<file path="src/rtl/i2c_tgt_pkg.sv">
package i2c_tgt_pkg;

    typedef enum logic [2:0] {
        TS_IDLE,
        TS_ADDR,
        TS_WRITE,
        TS_READ,
        TS_WAIT
    } tgt_state_e;

    localparam int          BYTE_BITS  = 8;
    localparam int          FRAME_BITS = 9;
    localparam logic [6:0]  GCALL_ADDR = 7'h00;

endpackage

</file>
<file path="src/rtl/i2c_tgt_sync.sv">
module i2c_tgt_sync #(
    parameter int WIDTH  = 2,
    parameter int STAGES = 2
) (
    input  logic             clk,
    input  logic             rst_n,
    input  logic [WIDTH-1:0] din,
    output logic [WIDTH-1:0] dout
);

    for (genvar b = 0; b < WIDTH; b++) begin : g_bit
        logic [STAGES-1:0] ff_q;
        always_ff @(posedge clk or negedge rst_n) begin
            if (!rst_n) begin
                ff_q <= '1;
            end else begin
                ff_q <= {ff_q[STAGES-2:0], din[b]};
            end
        end
        assign dout[b] = ff_q[STAGES-1];
    end

endmodule

</file>
<file path="src/rtl/i2c_tgt_events.sv">
module i2c_tgt_events (
    input  logic clk,
    input  logic rst_n,
    input  logic scl_s,
    input  logic sda_s,
    output logic scl_rise,
    output logic scl_fall,
    output logic bus_start,
    output logic bus_stop
);

    typedef struct packed {
        logic scl;
        logic sda;
    } prev_t;

    prev_t prev_d, prev_q;

    always_comb begin
        prev_d.scl = scl_s;
        prev_d.sda = sda_s;
    end

    always_ff @(posedge clk or negedge rst_n) begin
        if (!rst_n) begin
            prev_q <= '1;
        end else begin
            prev_q <= prev_d;
        end
    end

    assign scl_rise  = scl_s & ~prev_q.scl;
    assign scl_fall  = ~scl_s & prev_q.scl;
    assign bus_start = scl_s & prev_q.scl & prev_q.sda & ~sda_s;
    assign bus_stop  = scl_s & prev_q.scl & ~prev_q.sda & sda_s;

endmodule

</file>
<file path="src/rtl/i2c_tgt_match.sv">
module i2c_tgt_match
    import i2c_tgt_pkg::*;
#(
    parameter int                 STRAP_W    = 3,
    parameter logic [6-STRAP_W:0] FIXED_ADDR = '0
) (
    input  logic [7:0]         addr_byte,
    input  logic [STRAP_W-1:0] addr_pins,
    output logic               own_hit,
    output logic               gcall_hit
);

    logic [6:0] own_addr;

    assign own_addr  = {FIXED_ADDR, addr_pins};
    assign own_hit   = (addr_byte[7:1] == own_addr);
    assign gcall_hit = (addr_byte[7:1] == GCALL_ADDR) && !addr_byte[0];

endmodule

</file>
<file path="src/rtl/i2c_tgt_core.sv">
module i2c_tgt_core
    import i2c_tgt_pkg::*;
#(
    parameter int HOLD_CYC = 4
) (
    input  logic       clk,
    input  logic       rst_n,
    input  logic       scl_rise,
    input  logic       scl_fall,
    input  logic       bus_start,
    input  logic       bus_stop,
    input  logic       sda_s,
    input  logic       own_hit,
    input  logic       gcall_hit,
    output logic [7:0] shift_o,
    input  logic       rx_ready,
    input  logic       rx_decline,
    input  logic       tx_valid,
    input  logic [7:0] tx_data,
    output logic       scl_oe,
    output logic       sda_oe,
    output logic [7:0] rx_data,
    output logic       rx_valid,
    output logic       rx_first,
    output logic       rx_gcall,
    output logic       tx_req
);

    localparam int                HOLD_W  = $clog2(HOLD_CYC + 1);
    localparam logic [HOLD_W-1:0] HOLD_LD = HOLD_W'(HOLD_CYC);
    localparam logic [HOLD_W-1:0] HOLD_1  = HOLD_W'(1);
    localparam logic [3:0]        LAST_D  = 4'(BYTE_BITS);
    localparam logic [3:0]        ACK_P   = 4'(FRAME_BITS);

    typedef struct packed {
        tgt_state_e        st;
        logic [3:0]        bitcnt;
        logic [7:0]        shreg;
        logic              mack;
        logic              first;
        logic              gcall;
        logic              sda_tgt;
        logic              sda_oe;
        logic [HOLD_W-1:0] hold;
        logic              scl_oe;
        logic              tx_req;
        logic [7:0]        rx_data;
        logic              rx_valid;
        logic              rx_first;
        logic              rx_gcall;
    } core_t;

    core_t d, q;
    logic  active;

    assign active = (q.st == TS_ADDR) || (q.st == TS_WRITE) || (q.st == TS_READ);

    always_comb begin
        d = q;

        // delayed application of a new data-line level (hold time)
        if (q.hold != '0) begin
            d.hold = q.hold - 1'b1;
            if (q.hold == HOLD_1) begin
                d.sda_oe = q.sda_tgt;
            end
        end

        if (q.rx_valid && rx_ready) begin
            d.rx_valid = 1'b0;
        end

        // byte to send supplied while the clock is held
        if (q.scl_oe && q.tx_req && tx_valid) begin
            d.tx_req  = 1'b0;
            d.shreg   = {tx_data[6:0], 1'b0};
            d.sda_tgt = ~tx_data[7];
            d.hold    = HOLD_LD;
        end

        if (q.scl_oe && !q.tx_req && !q.rx_valid && (q.hold == '0)) begin
            d.scl_oe = 1'b0;
        end

        if (bus_start || bus_stop) begin
            d.st      = bus_start ? TS_ADDR : TS_IDLE;
            d.bitcnt  = '0;
            d.first   = 1'b1;
            d.gcall   = 1'b0;
            d.scl_oe  = 1'b0;
            d.tx_req  = 1'b0;
            d.sda_oe  = 1'b0;
            d.sda_tgt = 1'b0;
            d.hold    = '0;
        end else if (active && scl_rise) begin
            if (q.bitcnt < ACK_P) begin
                d.bitcnt = q.bitcnt + 4'd1;
            end
            if ((q.bitcnt < LAST_D) && (q.st != TS_READ)) begin
                d.shreg = {q.shreg[6:0], sda_s};
            end
            if ((q.bitcnt == LAST_D) && (q.st == TS_READ)) begin
                d.mack = ~sda_s;
            end
        end else if (active && scl_fall) begin
            if (q.bitcnt == LAST_D) begin
                d.hold = HOLD_LD;
                unique case (q.st)
                    TS_ADDR: begin
                        if (own_hit || gcall_hit) begin
                            d.sda_tgt = 1'b1;
                            d.gcall   = gcall_hit;
                            d.mack    = 1'b1;
                            d.st      = (own_hit && q.shreg[0]) ? TS_READ : TS_WRITE;
                        end else begin
                            d.sda_tgt = 1'b0;
                            d.st      = TS_IDLE;
                        end
                    end
                    TS_WRITE: begin
                        if (rx_decline) begin
                            d.sda_tgt = 1'b0;
                            d.st      = TS_WAIT;
                        end else begin
                            d.sda_tgt  = 1'b1;
                            d.rx_data  = q.shreg;
                            d.rx_valid = 1'b1;
                            d.rx_first = q.first;
                            d.rx_gcall = q.gcall;
                            d.first    = 1'b0;
                        end
                    end
                    default: begin
                        d.sda_tgt = 1'b0;
                    end
                endcase
            end else if (q.bitcnt == ACK_P) begin
                d.bitcnt  = '0;
                d.sda_tgt = 1'b0;
                d.hold    = HOLD_LD;
                if (q.st == TS_WRITE) begin
                    if (q.rx_valid && !rx_ready) begin
                        d.scl_oe = 1'b1;
                    end
                end else if (q.st == TS_READ) begin
                    if (q.mack) begin
                        d.tx_req = 1'b1;
                        d.scl_oe = 1'b1;
                    end else begin
                        d.st = TS_WAIT;
                    end
                end
            end else if ((q.st == TS_READ) && (q.bitcnt != '0)) begin
                d.sda_tgt = ~q.shreg[7];
                d.shreg   = {q.shreg[6:0], 1'b0};
                d.hold    = HOLD_LD;
            end
        end
    end

    always_ff @(posedge clk or negedge rst_n) begin
        if (!rst_n) begin
            q       <= '0;
            q.st    <= TS_IDLE;
            q.first <= 1'b1;
        end else begin
            q <= d;
        end
    end

    assign shift_o  = q.shreg;
    assign scl_oe   = q.scl_oe;
    assign sda_oe   = q.sda_oe;
    assign rx_data  = q.rx_data;
    assign rx_valid = q.rx_valid;
    assign rx_first = q.rx_first;
    assign rx_gcall = q.rx_gcall;
    assign tx_req   = q.tx_req;

endmodule

</file>
<file path="src/rtl/i2c_target_stretch.sv">
module i2c_target_stretch #(
    parameter int                 STRAP_W     = 3,
    parameter logic [6-STRAP_W:0] FIXED_ADDR  = 4'b1010,
    parameter int                 HOLD_CYC    = 4,
    parameter int                 SYNC_STAGES = 2
) (
    input  logic               clk,
    input  logic               rst_n,
    input  logic               scl_i,
    input  logic               sda_i,
    output logic               scl_oe,
    output logic               sda_oe,
    input  logic [STRAP_W-1:0] addr_pins,
    output logic [7:0]         rx_data,
    output logic               rx_valid,
    output logic               rx_first,
    output logic               rx_gcall,
    input  logic               rx_ready,
    input  logic               rx_decline,
    output logic               tx_req,
    input  logic               tx_valid,
    input  logic [7:0]         tx_data
);

    logic [1:0] line_s;
    logic       scl_rise, scl_fall, bus_start, bus_stop;
    logic       own_hit, gcall_hit;
    logic [7:0] shift_byte;

    i2c_tgt_sync #(
        .WIDTH  (2),
        .STAGES (SYNC_STAGES)
    ) u_sync (
        .clk   (clk),
        .rst_n (rst_n),
        .din   ({scl_i, sda_i}),
        .dout  (line_s)
    );

    i2c_tgt_events u_events (
        .clk       (clk),
        .rst_n     (rst_n),
        .scl_s     (line_s[1]),
        .sda_s     (line_s[0]),
        .scl_rise  (scl_rise),
        .scl_fall  (scl_fall),
        .bus_start (bus_start),
        .bus_stop  (bus_stop)
    );

    i2c_tgt_match #(
        .STRAP_W    (STRAP_W),
        .FIXED_ADDR (FIXED_ADDR)
    ) u_match (
        .addr_byte (shift_byte),
        .addr_pins (addr_pins),
        .own_hit   (own_hit),
        .gcall_hit (gcall_hit)
    );

    i2c_tgt_core #(
        .HOLD_CYC (HOLD_CYC)
    ) u_core (
        .clk        (clk),
        .rst_n      (rst_n),
        .scl_rise   (scl_rise),
        .scl_fall   (scl_fall),
        .bus_start  (bus_start),
        .bus_stop   (bus_stop),
        .sda_s      (line_s[0]),
        .own_hit    (own_hit),
        .gcall_hit  (gcall_hit),
        .shift_o    (shift_byte),
        .rx_ready   (rx_ready),
        .rx_decline (rx_decline),
        .tx_valid   (tx_valid),
        .tx_data    (tx_data),
        .scl_oe     (scl_oe),
        .sda_oe     (sda_oe),
        .rx_data    (rx_data),
        .rx_valid   (rx_valid),
        .rx_first   (rx_first),
        .rx_gcall   (rx_gcall),
        .tx_req     (tx_req)
    );

endmodule

</file>
<file path="config.mk">
export PLATFORM = sky130hd
export DESIGN_NAME = i2c_target_stretch
export DESIGN_NICKNAME = d
export VERILOG_FILES = /design/src/rtl/i2c_tgt_pkg.sv /design/src/rtl/i2c_tgt_sync.sv /design/src/rtl/i2c_tgt_events.sv /design/src/rtl/i2c_tgt_match.sv /design/src/rtl/i2c_tgt_core.sv /design/src/rtl/i2c_target_stretch.sv
export SDC_FILE = /design/constraint.sdc
export NUM_CORES = 1
export LEC_CHECK = 0
export BUFFER_PORTS_ARGS = -buffer_cell sky130_fd_sc_hd__buf_4
export CORE_ASPECT_RATIO = 1.1
export CORE_MARGIN = 2
export CORE_UTILIZATION = 51
export CTS_CLUSTER_SIZE = 28
export DETAILED_ROUTE_END_ITERATION = 8
export PLACE_DENSITY = 0.82
export SYNTH_ARGS = -nofsm -noshare
export SYNTH_HDL_FRONTEND = slang
export SYNTH_SLANG_ARGS = --single-unit
</file>
<file path="constraint.sdc">
create_clock -name clk -period 2.4 [get_ports clk]
set_clock_uncertainty 0.05 [all_clocks]
set_input_delay 0.48 -clock clk [delete_from_list [all_inputs] [get_ports clk]]
set_output_delay 0.48 -clock clk [all_outputs]
set_load 0.05 [all_outputs]
</file>
==> impl_metrics.json <==
{
  "clk_pin_slew_ns": 0.08,
  "viasPerCell": 5.51,
  "drtPass1Iterations": 4,
  "final.min_clock_period_ns": 2.27,
  "clk_latency_ns": 0.29,
  "ant_nets": 0,
  "synth_sequential_area_ratio": 0.485,
  "grt_remaining_overflow": 0,
  "cp-start-kind": "flop",
  "grt_first_pass_wirelength_mm": 7.09,
  "path_buf_inv": 1,
  "fin_cells": 291,
  "dp_hpwl_mm": 3.04,
  "io_pins": 32,
  "synth_edf_count": 0,
  "worst_slew_pin_slew_ns": 0.596,
  "cts.sinks": 42,
  "ys_ff_latch": 42,
  "grt_util_all_layers": 0.191,
  "vias": 1604,
  "wl_per_cell_um": 14.4,
  "diodes": 0,
  "drv_cap": 0,
  "finalCritPeriodShare": 0.947,
  "drive_gt1_frac": 0.297,
  "syn_area_um2": 2190,
  "end_kind": "flop",
  "wl_mm": 4.18,
  "setup_viol": 0,
  "port_buffers": 31,
  "cp_top_family": "simple AND/OR/NAND/NOR gates",
  "ys.flop_type": "dfrtp_1",
  "relSlewSlack": 0.602,
  "fin_setup_tns_ns": 0,
  "rows": 24,
  "worstPathArrival_ns": 2.40,
  "required_ns": 2.53,
  "antenna_found_initial": 0,
  "initial_core_util": 0.540,
  "rsz0062_at_grt": "no",
  "layout_common_cells": "39 x buf_4, 35 x dfrtp_1, 21 x nor2_1",
  "drt-initial-drc-count": 76,
  "fp.dieH_um": 72.7,
  "n_fill_cell": 351,
  "placeableCoreArea_um2": 4050,
  "synthToLayoutAreaGrowth_pct": 16.8,
  "design_area_um2": 2550,
  "vdd_drop_max_mv": 0.464,
  "ys_warn_count": 0,
  "ys_types": 48,
  "final_common_cell": "buf_4",
  "final_core_util": 0.630,
  "grt_pass1_vias": 1543,
  "cts_setup_buffers": 0,
  "fin_hold_ws_ns": 0.105,
  "status": "finished, final reports clean",
  "synthArstFlopShare": 1.00,
  "slowest_stage": "nor3b_1",
  "fmax_ghz": 0.440,
  "die_w_um": 66.4,
  "critPathMaxFanout": 11,
  "placed_area_um2": 2450,
  "cts_buffer_depth": 2,
  "dpl.cell_count": 283,
  "slowest_delay_ns": 0.55,
  "synthCells": 207,
  "synth_fp_nets": 232,
  "path_cells": "o21bai_1 > nor3b_1 > nand2_1 > nor2_1 > buf_4 > mux2_2",
  "h-tree-depth": 2,
  "cts_inserted_buffers": 5,
  "p_per_area_nw_per_um2": 704,
  "drv_slew": 0,
  "tritoncts": "yes",
  "drc": 0,
  "dieArea_um2": 4830,
  "hp-class": "input port to asynchronous set/reset pin",
  "p_leak_nw": 1.21,
  "nets": 263,
  "syn_avg_cell_area_um2": 10.6,
  "cts_root_buf": "clkbuf_8",
  "cts-hold-fix-buffers": 0,
  "grt_max_degree": 43,
  "hold_viol": 0,
  "place_congestion": 0.932,
  "criticalPathCategory": "flop to flop"
}
==> worst register-to-register path, stage by stage (launching register included) <==
cell,delay (ns)
dfrtp_1,0.43
o21bai_1,0.24
nor3b_1,0.55
nand2_1,0.18
nor2_1,0.14
buf_4,0.22
mux2_2,0.36
==> logic make-up after synthesis <==
| kind of cell | Yosys count | synth area share |
|---|---|---|
| xor+xnor | 6 | 0.0240 |
| simple gates | 69 | 0.176 |
| buf+inv | 24 | 0.0601 |
| compound gates | 37 | 0.108 |
| flops | 42 | 0.485 |
| mux | 22 | 0.108 |
| fa+ha+maj | 7 | 0.0400 |
==> where the power goes <==
| group | internal (mW) | switching, mW |
|---|---|---|
| logic | 0.196 | 0.207 |
| clock network | 0.231 | 0.234 |
| registers | 0.811 | 0.119 |
| total | 1.24 | 0.560 |
==> synthesized netlist by cell type, drive strengths merged (2+ instances only) <==
cell type / count / area (um2)
and3: 2 / 12.5
nand3: 7 / 35.0
o21ai: 10 / 50.1
nand2b: 4 / 25.0
and2: 2 / 12.5
inv: 9 / 33.8
a31oi: 3 / 18.8
or3b: 2 / 17.5
nor2: 21 / 78.8
a21oi: 11 / 55.1
xor2: 4 / 35.0
dfstp: 7 / 184
nor4: 2 / 12.5
xnor2: 2 / 17.5
nor2b: 2 / 20.0
buf: 11 / 82.6
mux2i: 9 / 90.1
o21a: 2 / 15.0
clkbuf: 4 / 15.0
ha: 7 / 87.6
mux2: 13 / 146
dfrtp: 35 / 876
nor3b: 5 / 37.5
or4: 2 / 15.0
nor3: 3 / 15.0
nand2: 9 / 33.8
==> worst paths after layout <==
kind | startpoint | endpoint | slack (ns) | depth (start not counted)
max in group asynchronous | rst_n | u_core.q[19] | 1.83 | 1
min reg2reg | u_sync.g_bit[1].ff_q[0] | u_sync.g_bit[1].ff_q[1] | 0.31 | 0
max | u_core.q[35] | u_core.rx_data[4] | 0.13 | 6
max reg2reg | u_core.q[35] | u_core.rx_data[4] | 0.13 | 6
min in group clk | sda_i | u_sync.g_bit[0].ff_q[0] | 0.24 | 1
min | rst_n | u_core.q[35] | 0.10 | 1
==> per-layer routing <==
metal,vias to the layer above,track usage,part of all wire
li1,784,-,-
met1,768,0.257,0.45
met2,39,0.301,0.48
met3,13,0.0525,0.045
met4,0,0.0590,0.023
met5,-,0,0
==> sequential cells by signal, summed over array words and instances (netlist names) <==
register / cells
u_core.q: 14
u_core.scl_oe: 1
u_events.prev_q: 2
u_core.rx_first: 1
u_core.rx_valid: 1
u_core.rx_gcall: 1
u_core.sda_oe: 1
u_core.rx_data: 8
u_core.shift_o: 8
u_sync.g_bit.ff_q: 4
u_core.tx_req: 1
==> layout make-up <==
type	instances	area, um2	area share
inverter	9	33.8	0.0132
timing repair buffer	39	293	0.115
sequential	42	1060	0.415
clock inverter	2	12.5	0.00490
clock buffer	6	82.6	0.0323
multi-input combinational	141	1010	0.395
tap	52	65.1	0.0255
==> through the flow <==
stage	worst slack, ns	total power, mW
2_1_floorplan	0.168	1.19
3_3_place_gp	0.135	1.30
3_5_place_dp	0.0602	1.33
4_1_cts	0.0436	1.80
5_1_grt	0.00375	1.93
6_report	0.128	1.80
==> repair_timing <==
item	CTS	global route
setup endpoints to repair	0	4
hold endpoints to repair	0	0
gates resized for setup	0	3
Note: power is estimated with default switching activity, not from simulation.
